File: config.mk
export PLATFORM = sky130hd
export DESIGN_NAME = crc_la_serial_enc
export DESIGN_NICKNAME = d
export VERILOG_FILES = /design/src/rtl/crc_la_pkg.sv /design/src/rtl/crc_la_front.sv /design/src/rtl/crc_lat_pipe.sv /design/src/rtl/crc_la_core.sv /design/src/rtl/crc_la_serial_enc.sv
export SDC_FILE = /design/constraint.sdc
export NUM_CORES = 1
export LEC_CHECK = 0
export ABC_AREA = 1
export BUFFER_PORTS_ARGS = -buffer_cell sky130_fd_sc_hd__buf_2
export CORE_MARGIN = 2
export CORE_UTILIZATION = 55
export CTS_BUF_LIST = sky130_fd_sc_hd__clkbuf_8
export CTS_CLUSTER_SIZE = 28
export DETAILED_ROUTE_END_ITERATION = 10
export PLACE_DENSITY = 0.77
export SLEW_MARGIN = 15
export SYNTH_ARGS = -nofsm -noshare
export SYNTH_HDL_FRONTEND = slang
export SYNTH_HIERARCHICAL = 1
export SYNTH_SLANG_ARGS = --single-unit
File: constraint.sdc
create_clock -name clk -period 1.7 [get_ports clk]
set_input_delay 0.34 -clock clk [delete_from_list [all_inputs] [get_ports clk]]
set_output_delay 0.34 -clock clk [all_outputs]
set_load 0.02 [all_outputs]
File: src/rtl/crc_la_pkg.sv
package crc_la_pkg;

    localparam int CRC_W  = 9;
    localparam int MAX_LA = 4;
    // low coefficients of y^9 + y^8 + y + 1 (y^9 implied)
    localparam logic [CRC_W-1:0] GEN_LOW = 9'h103;

    typedef logic [CRC_W-1:0] crc_t;

    typedef struct packed {
        logic vld;
        logic lst;
        crc_t term;
    } term_t;

    // Advance the serial divider n steps; bits[n-1] is consumed first.
    function automatic crc_t crc_adv(input crc_t s, input logic [MAX_LA-1:0] bits, input int n);
        crc_t r;
        logic fb;
        r = s;
        for (int i = MAX_LA - 1; i >= 0; i--) begin
            if (i < n) begin
                fb = bits[i] ^ r[CRC_W-1];
                r  = {r[CRC_W-2:0], 1'b0} ^ (fb ? GEN_LOW : '0);
            end
        end
        return r;
    endfunction

endpackage

File: src/rtl/crc_la_front.sv
module crc_la_front
    import crc_la_pkg::*;
#(
    parameter int DEPTH = 4
) (
    input  logic  clk,
    input  logic  rst_n,
    input  logic  clr_i,
    input  logic  acc_i,
    input  logic  bit_i,
    input  logic  last_i,
    output term_t term_o
);
    typedef logic [DEPTH-1:0] win_t;

    win_t win_d, win_q;
    win_t win_nx;

    always_comb begin
        win_nx = win_t'({win_q, bit_i});
        win_d  = win_q;
        if (clr_i) begin
            win_d = '0;
        end else if (acc_i) begin
            win_d = win_nx;
        end
        term_o.vld  = acc_i;
        term_o.lst  = acc_i & last_i;
        // input half of the look-ahead: last DEPTH bits driven through a zero state
        term_o.term = crc_adv('0, MAX_LA'(win_nx), DEPTH);
    end

    always_ff @(posedge clk or negedge rst_n) begin
        if (!rst_n) win_q <= '0;
        else        win_q <= win_d;
    end

endmodule

File: src/rtl/crc_lat_pipe.sv
module crc_lat_pipe
    import crc_la_pkg::*;
#(
    parameter int LAT = 3
) (
    input  logic  clk,
    input  logic  rst_n,
    input  logic  clr_i,
    input  term_t din_i,
    output term_t dout_o
);
    term_t [LAT-1:0] st_d, st_q;

    always_comb begin
        st_d = st_q;
        if (clr_i) begin
            st_d = '0;
        end else begin
            st_d[0] = din_i;
            for (int j = 1; j < LAT; j++) st_d[j] = st_q[j-1];
        end
    end

    always_ff @(posedge clk or negedge rst_n) begin
        if (!rst_n) st_q <= '0;
        else        st_q <= st_d;
    end

    assign dout_o = st_q[LAT-1];

endmodule

File: src/rtl/crc_la_core.sv
module crc_la_core
    import crc_la_pkg::*;
#(
    parameter int DEPTH = 4
) (
    input  logic  clk,
    input  logic  rst_n,
    input  logic  clr_i,
    input  term_t term_i,
    output crc_t  crc_o,
    output logic  done_o
);
    typedef struct packed {
        crc_t [DEPTH-1:0] ring;
        logic             done;
    } core_t;

    core_t st_d, st_q;

    always_comb begin
        st_d = st_q;
        if (clr_i) begin
            st_d = '0;
        end else if (term_i.vld) begin
            // state k = A^DEPTH * state (k-DEPTH) xor input term
            st_d.ring[0] = crc_adv(st_q.ring[DEPTH-1], '0, DEPTH) ^ term_i.term;
            for (int j = 1; j < DEPTH; j++) st_d.ring[j] = st_q.ring[j-1];
            if (term_i.lst) st_d.done = 1'b1;
        end
    end

    always_ff @(posedge clk or negedge rst_n) begin
        if (!rst_n) st_q <= '0;
        else        st_q <= st_d;
    end

    assign crc_o  = st_q.ring[0];
    assign done_o = st_q.done;

endmodule

File: src/rtl/crc_la_serial_enc.sv
module crc_la_serial_enc
    import crc_la_pkg::*;
#(
    parameter int PIPE_DEPTH = 4
) (
    input  logic             clk,
    input  logic             rst_n,
    input  logic             start_i,
    input  logic             bit_i,
    input  logic             bit_vld_i,
    input  logic             bit_last_i,
    output logic [CRC_W-1:0] crc_o,
    output logic             done_o
);
    localparam int LAT = PIPE_DEPTH - 1;
    localparam int CW  = $clog2(LAT + 2);

    typedef struct packed {
        logic run;
    } ctl_t;

    ctl_t  ctl_d, ctl_q;
    logic  accept;
    term_t front_term, core_term;

    always_comb begin
        ctl_d  = ctl_q;
        accept = ctl_q.run & bit_vld_i & ~start_i;
        if (start_i)                 ctl_d.run = 1'b1;
        else if (accept & bit_last_i) ctl_d.run = 1'b0;
    end

    always_ff @(posedge clk or negedge rst_n) begin
        if (!rst_n) ctl_q <= '0;
        else        ctl_q <= ctl_d;
    end

    crc_la_front #(.DEPTH(PIPE_DEPTH)) u_front (
        .clk    (clk),
        .rst_n  (rst_n),
        .clr_i  (start_i),
        .acc_i  (accept),
        .bit_i  (bit_i),
        .last_i (bit_last_i),
        .term_o (front_term)
    );

    generate
        if (LAT == 0) begin : g_direct
            assign core_term = front_term;
        end else begin : g_retime
            crc_lat_pipe #(.LAT(LAT)) u_pipe (
                .clk    (clk),
                .rst_n  (rst_n),
                .clr_i  (start_i),
                .din_i  (front_term),
                .dout_o (core_term)
            );
        end
    endgenerate

    crc_la_core #(.DEPTH(PIPE_DEPTH)) u_core (
        .clk    (clk),
        .rst_n  (rst_n),
        .clr_i  (start_i),
        .term_i (core_term),
        .crc_o  (crc_o),
        .done_o (done_o)
    );

    // cycles since the final bit was taken, saturating; supports the latency check
    logic [CW-1:0] since_last_q;
    always_ff @(posedge clk or negedge rst_n) begin
        if (!rst_n)                         since_last_q <= CW'(LAT + 1);
        else if (start_i)                   since_last_q <= CW'(LAT + 1);
        else if (accept & bit_last_i)       since_last_q <= '0;
        else if (since_last_q != CW'(LAT + 1)) since_last_q <= since_last_q + 1'b1;
    end


    start_clear_chk: assert property (@(posedge clk) disable iff (!rst_n)
        start_i |=> (!done_o && crc_o == '0));


    done_hold_chk: assert property (@(posedge clk) disable iff (!rst_n)
        (done_o && !start_i) |=> (done_o && $stable(crc_o)));


    done_latency_chk: assert property (@(posedge clk) disable iff (!rst_n)
        $rose(done_o) |-> (since_last_q == CW'(LAT)));


    done_open_chk: assert property (@(posedge clk) disable iff (!rst_n)
        ctl_q.run |-> !done_o);

endmodule

Word-level counts from Yosys, hierarchy flattened
Index checks and enable logic that the tools add are counted.
Word-level totals
  word-level logic and storage cells: 60
  bits in registers: 74
  output and inout bits: 10
Cells by class
  bitwise logic cells: 15
  reduce and logical (&&, ||, !) cells: 5
  muxes and demuxes: 24
Operators with widths (count)
  $mux W9: 16
  $mux W37: 2
  $xor A9 B9 Y9: 8
  $mux W33: 1
  $reduce_bool A2 Y1: 4
  $mux W3: 2
  $and A1 B1 Y1: 3
  $mux W1: 3
  $xor A1 B1 Y1: 3
  $reduce_and A2 Y1: 1
  $not A1 Y1: 1

Longest topological paths before layout
  word-level depth: 19
  depth in mapped cells: 8
  depth with buffers taken out: 8

Hierarchy
Netlist, hierarchy kept.
By module, submodules not included
  crc_la_core: area each 1737.9 um^2, sequential area each 925.9 um^2, times used 1, cells each 167
  crc_lat_pipe: area each 1206.2 um^2, sequential area each 825.8 um^2, times used 1, cells each 114
  crc_la_front: area each 251.5 um^2, sequential area each 75.1 um^2, times used 1, cells each 40
  crc_la_serial_enc: area each 50.0 um^2, sequential area each 25.0 um^2, times used 1, cells each 7

Worst setup path after synthesis
OpenSTA, ideal clock, no wires.
  path type: reg-to-reg
  from: reg g_retime.u_pipe.st_q, in the netlist g_retime.u_pipe/dout_o[10]
  to: reg u_core.st_q, in the netlist u_core/crc_o[7]
  setup slack: 0.616 ns
  path buffers: 2
  library setup time: 0.129 ns
  cell stages (with the launch flop): 7
  clock period less this slack: 1.084 ns
  data required time: 1.571 ns
  arrival time: 0.955 ns
  cell sequence: dfrtp_1 -> buf_4 -> nor2_4 -> nor2_4 -> inv_4 -> buf_6 -> o22ai_2
On the way
  cells in the longest elaborated chain, start to end: 1
RTL lines
  from (decl): line crc_lat_pipe.sv:12  | term_t [LAT-1:0] st_d, st_q;
  from (signal assigned): line crc_lat_pipe.sv:26  | else st_q <= st_d;
  $reduce_bool A2 Y1 (no source line)
  to (signal assigned): line crc_la_core.sv:34  | else st_q <= st_d;
  to (decl): line crc_la_core.sv:18  | core_t st_d, st_q;
Every way passes these cells.
A chain may end at the register's enable or synchronous reset.

Worst setup path after layout
  from: reg g_retime.u_pipe.st_q, in the netlist g_retime.u_pipe/dout_o[10]
  to: reg u_core/st_q[16] in the netlist's numbering
Same word-level chain as after synthesis.

==> metrics.yaml <==
grt_setup_unrepaired: "no"
clkLatencyLatePin_ns: 0.34
timing.critical_path.slowest_stage_cell: "dfrtp_1"
viasPerCell: 4.63
final_core_util: 0.601
grt_pass1_vias: 1901
layout.cells.most_common_list: "dfrtp_1, inv_1, nand2_1, nor2_1, o22ai_2"
grt_first_pass_wirelength_um: 8320
min_path_type: "primary input to flop"
num_antenna_cells: 0
crit_path_max_incr_delay_ns: 0.48
pwr-share-seq: 0.553
mostFrequentLayoutCell: "dfrtp_1"
initial_utilization: 0.579
grt_max_degree: 36
die_width_um: 80.8
detailedPlacementHpwl_um: 3120
power.share.clock: 0.389
critical_path.n_buffers_inverters: 1
floorplan.io_pins: 16
nets: 330
run_status: "completed"
report.final.setup_viol: 0
met2_usage: 0.293
detailroute.via_count: 1853
grt_usage: 0.171
number_of_remaining_drc_errors: 0
crit_path_cell_trace: "nor2_4 > inv_2 > o21ai_0"
synth_cell_type_count: 22
yosys.area_share.xor_xnor: 0.0270
synth-seq-cells: 74
drtPass1Iterations: 4
antenna_violating_nets_post_route: 0
place.port_buffers: 15
total_global_routing_overflow: 0
fp.dieArea_um2: 6530
core_area_um2: 5610
fraction_of_final_layout_cells_with_drive_strength_greater_than_1: 0.183
final-seq-area_um2: 1850
antenna_violations_before_repair: 0
grt.met3_usage: 0.0667
setup.worst_path.start_class: "flop"
drt_iter0_markers: 106
globalplace.congestion: 0.762
synth.yosys.seq_area_share: 0.571
synth_simple_gate_area_share: 0.120
path_class: "flop to flop"
cts.sink_count: 74
rows: 27
synth-compound-area-share: 0.105
routed_wirelength_um: 4660
worst_path_dominant_cell_family: "flip-flops"
htreeDepth: 3
cell_internal_pwr_mw: 2.54
report.final.hold_viol_count: 0
drv.max_cap_violation_count: 0
synth.mux.area_fraction: 0
post_synth_inst_count: 328
ctsRootBufferMaster: "clkbuf_8"
routed_wire_length_per_instance_um: 11.7
cts-buffers-inserted: 9
slew_viol_final: 0
worstSetupEndpointType: "flop"
worst_voltage_drop_across_the_vdd_grid_uv: 614
fin_crit_sh: 0.783
main_combinational_cell_family_by_area_after_synthesis: "buffers and inverters"
synth.avg_cell_area_um2: 9.90
synth-adder-area-share: 0
grt_busiest_layer: "met2"
worst_setup_hold_path_clk_slew_ns: 0.07
multi_input_comb_area_um2: 831
die-height_um: 80.8
critical_path_peak_fanout: 26
power_density_nw_per_um2: 971
synth-warning-count: 6
swShare: 0.222
power_leakage_nw: 1.64
final_critical_delay_including_setup_and_external_delays_ns: 1.33
clock_path_buffers: 2
power_frac_comb: 0.058
max_clock_skew_ns: 0.00494
setup_tns_ns: 0
total_switching_power_mw: 0.727
cts_tree: "yes"
maxClockFrequency_mhz: 752
timing.max_slew.rel_slack: 0.593
grt_util_met1: 0.197
mappedNetlistArea_um2: 3250
final.fill_count: 490
worst-endpoint-required_ns: 1.90
cp_data_arrival_time_ns: 1.53
timing_worst_slew_pin_value_ns: 0.609
synthToLayoutAreaGrowth_pct: 3.82
-- metal layers --
layer  routed length, um  up-vias
li1                    -      936
met2                2270       24
met4                  61        0
met5                   0        -
met3                 184        7
met1                2140      886
-- cell usage after synthesis --
| master | n | area [um^2] |
|---|---|---|
| dfrtp_1 | 74 | 1850 |
| inv_1 | 71 | 267 |
| nand2_1 | 41 | 154 |
| nor2_1 | 37 | 139 |
| buf_4 | 28 | 210 |
| o22ai_2 | 20 | 250 |
| o21ai_0 | 13 | 65.1 |
| nand3_1 | 10 | 50.1 |
| xnor2_1 | 9 | 78.8 |
| buf_6 | 6 | 67.6 |
| clkbuf_1 | 3 | 11.3 |
| nor2_2 | 3 | 18.8 |
| o21ai_1 | 3 | 15.0 |
| nor2_4 | 2 | 22.5 |
| a21oi_1 | 1 | 5.00 |
| buf_2 | 1 | 5.00 |
| conb_1 | 1 | 3.75 |
| inv_2 | 1 | 3.75 |
| inv_4 | 1 | 6.26 |
| o22ai_1 | 1 | 6.26 |
| or2_1 | 1 | 6.26 |
| xor2_1 | 1 | 8.76 |
-- path summary, 6_finish.rpt --
kind,start,to,slack (ns),depth (start not counted)
worst max-delay path,g_retime.u_pipe/dout_o[10]$_DFF_PN0_,u_core/st_q[16]$_DFFE_PN0P_,0.37,3
worst min-delay path,bit_i,g_retime.u_pipe/st_q[1]$_DFF_PN0_,0.25,3
worst max register to register,g_retime.u_pipe/dout_o[10]$_DFF_PN0_,u_core/st_q[16]$_DFFE_PN0P_,0.37,3
worst min register to register,g_retime.u_pipe/st_q[13]$_DFF_PN0_,g_retime.u_pipe/dout_o[2]$_DFF_PN0_,0.45,2
max in group asynchronous,rst_n,u_core/crc_o[8]$_DFFE_PN0P_,0.82,3
min in group asynchronous,rst_n,u_core/st_q[20]$_DFFE_PN0P_,0.39,2
-- registers in the layout, summed over array words and instances, names as in the netlist --
signal                  cells
ctl_q                       1
g_retime.u_pipe/st_q       22
u_core/done_o               1
u_front/win_q               3
u_core/st_q                27
g_retime.u_pipe/dout_o     11
u_core/crc_o                9
-- final cells by class --
class / instances / area share
inverter: 73 / 0.0821
sequential: 74 / 0.550
multi-input combinational: 145 / 0.247
timing repair buffer: 21 / 0.0401
clock buffer: 10 / 0.0408
tap: 72 / 0.0267
clock inverter: 5 / 0.0141
-- worst reg2reg max path, stage by stage, from the launching register on --
cell,delay [ns]
dfrtp_1,0.48
nor2_4,0.08
inv_2,0.46
o21ai_0,0.17
-- power by group through the flow --
stage | registers (mW) | logic, mW | clock network, mW
floorplan | 1.84 | 0.155 | 0
CTS | 1.81 | 0.197 | 1.33
finish | 1.81 | 0.191 | 1.27
global route | 1.81 | 0.220 | 1.43
detailed placement | 1.84 | 0.194 | 0
global placement | 1.84 | 0.188 | 0
-- cell families (layout without fill, tap and decap cells) --
kind of cell / Yosys count / in the layout
DFF: 74 / 74
other: 1 / 3
buffers and inverters: 111 / 109
xor gates and xnor gates: 10 / 10
AOI/OAI and AO/OA: 38 / 38
and+or+nand+nor: 94 / 94
-- what timing repair did --
action	CTS	global route
resized for setup	0	0
endpoints found under the hold margin	7	0
setup buffers	0	0
setup endpoints to repair	0	0
hold buffers	1	0
-- metrics by stage --
stage	hold slack (ns)	setup slack (ns)	cell area (um^2)	std cells	total power, mW
after CTS	0.230	0.335	3370	400	3.33
after floorplan	0.0444	0.616	3250	330	1.99
after detailed placement	0.224	0.183	3170	384	2.04
final	0.248	0.370	3370	400	3.27
after global routing	0.239	0.249	3370	400	3.46
after global placement	0.220	0.242	3170	384	2.03
No activity file was read; power rests on OpenSTA's default activity.
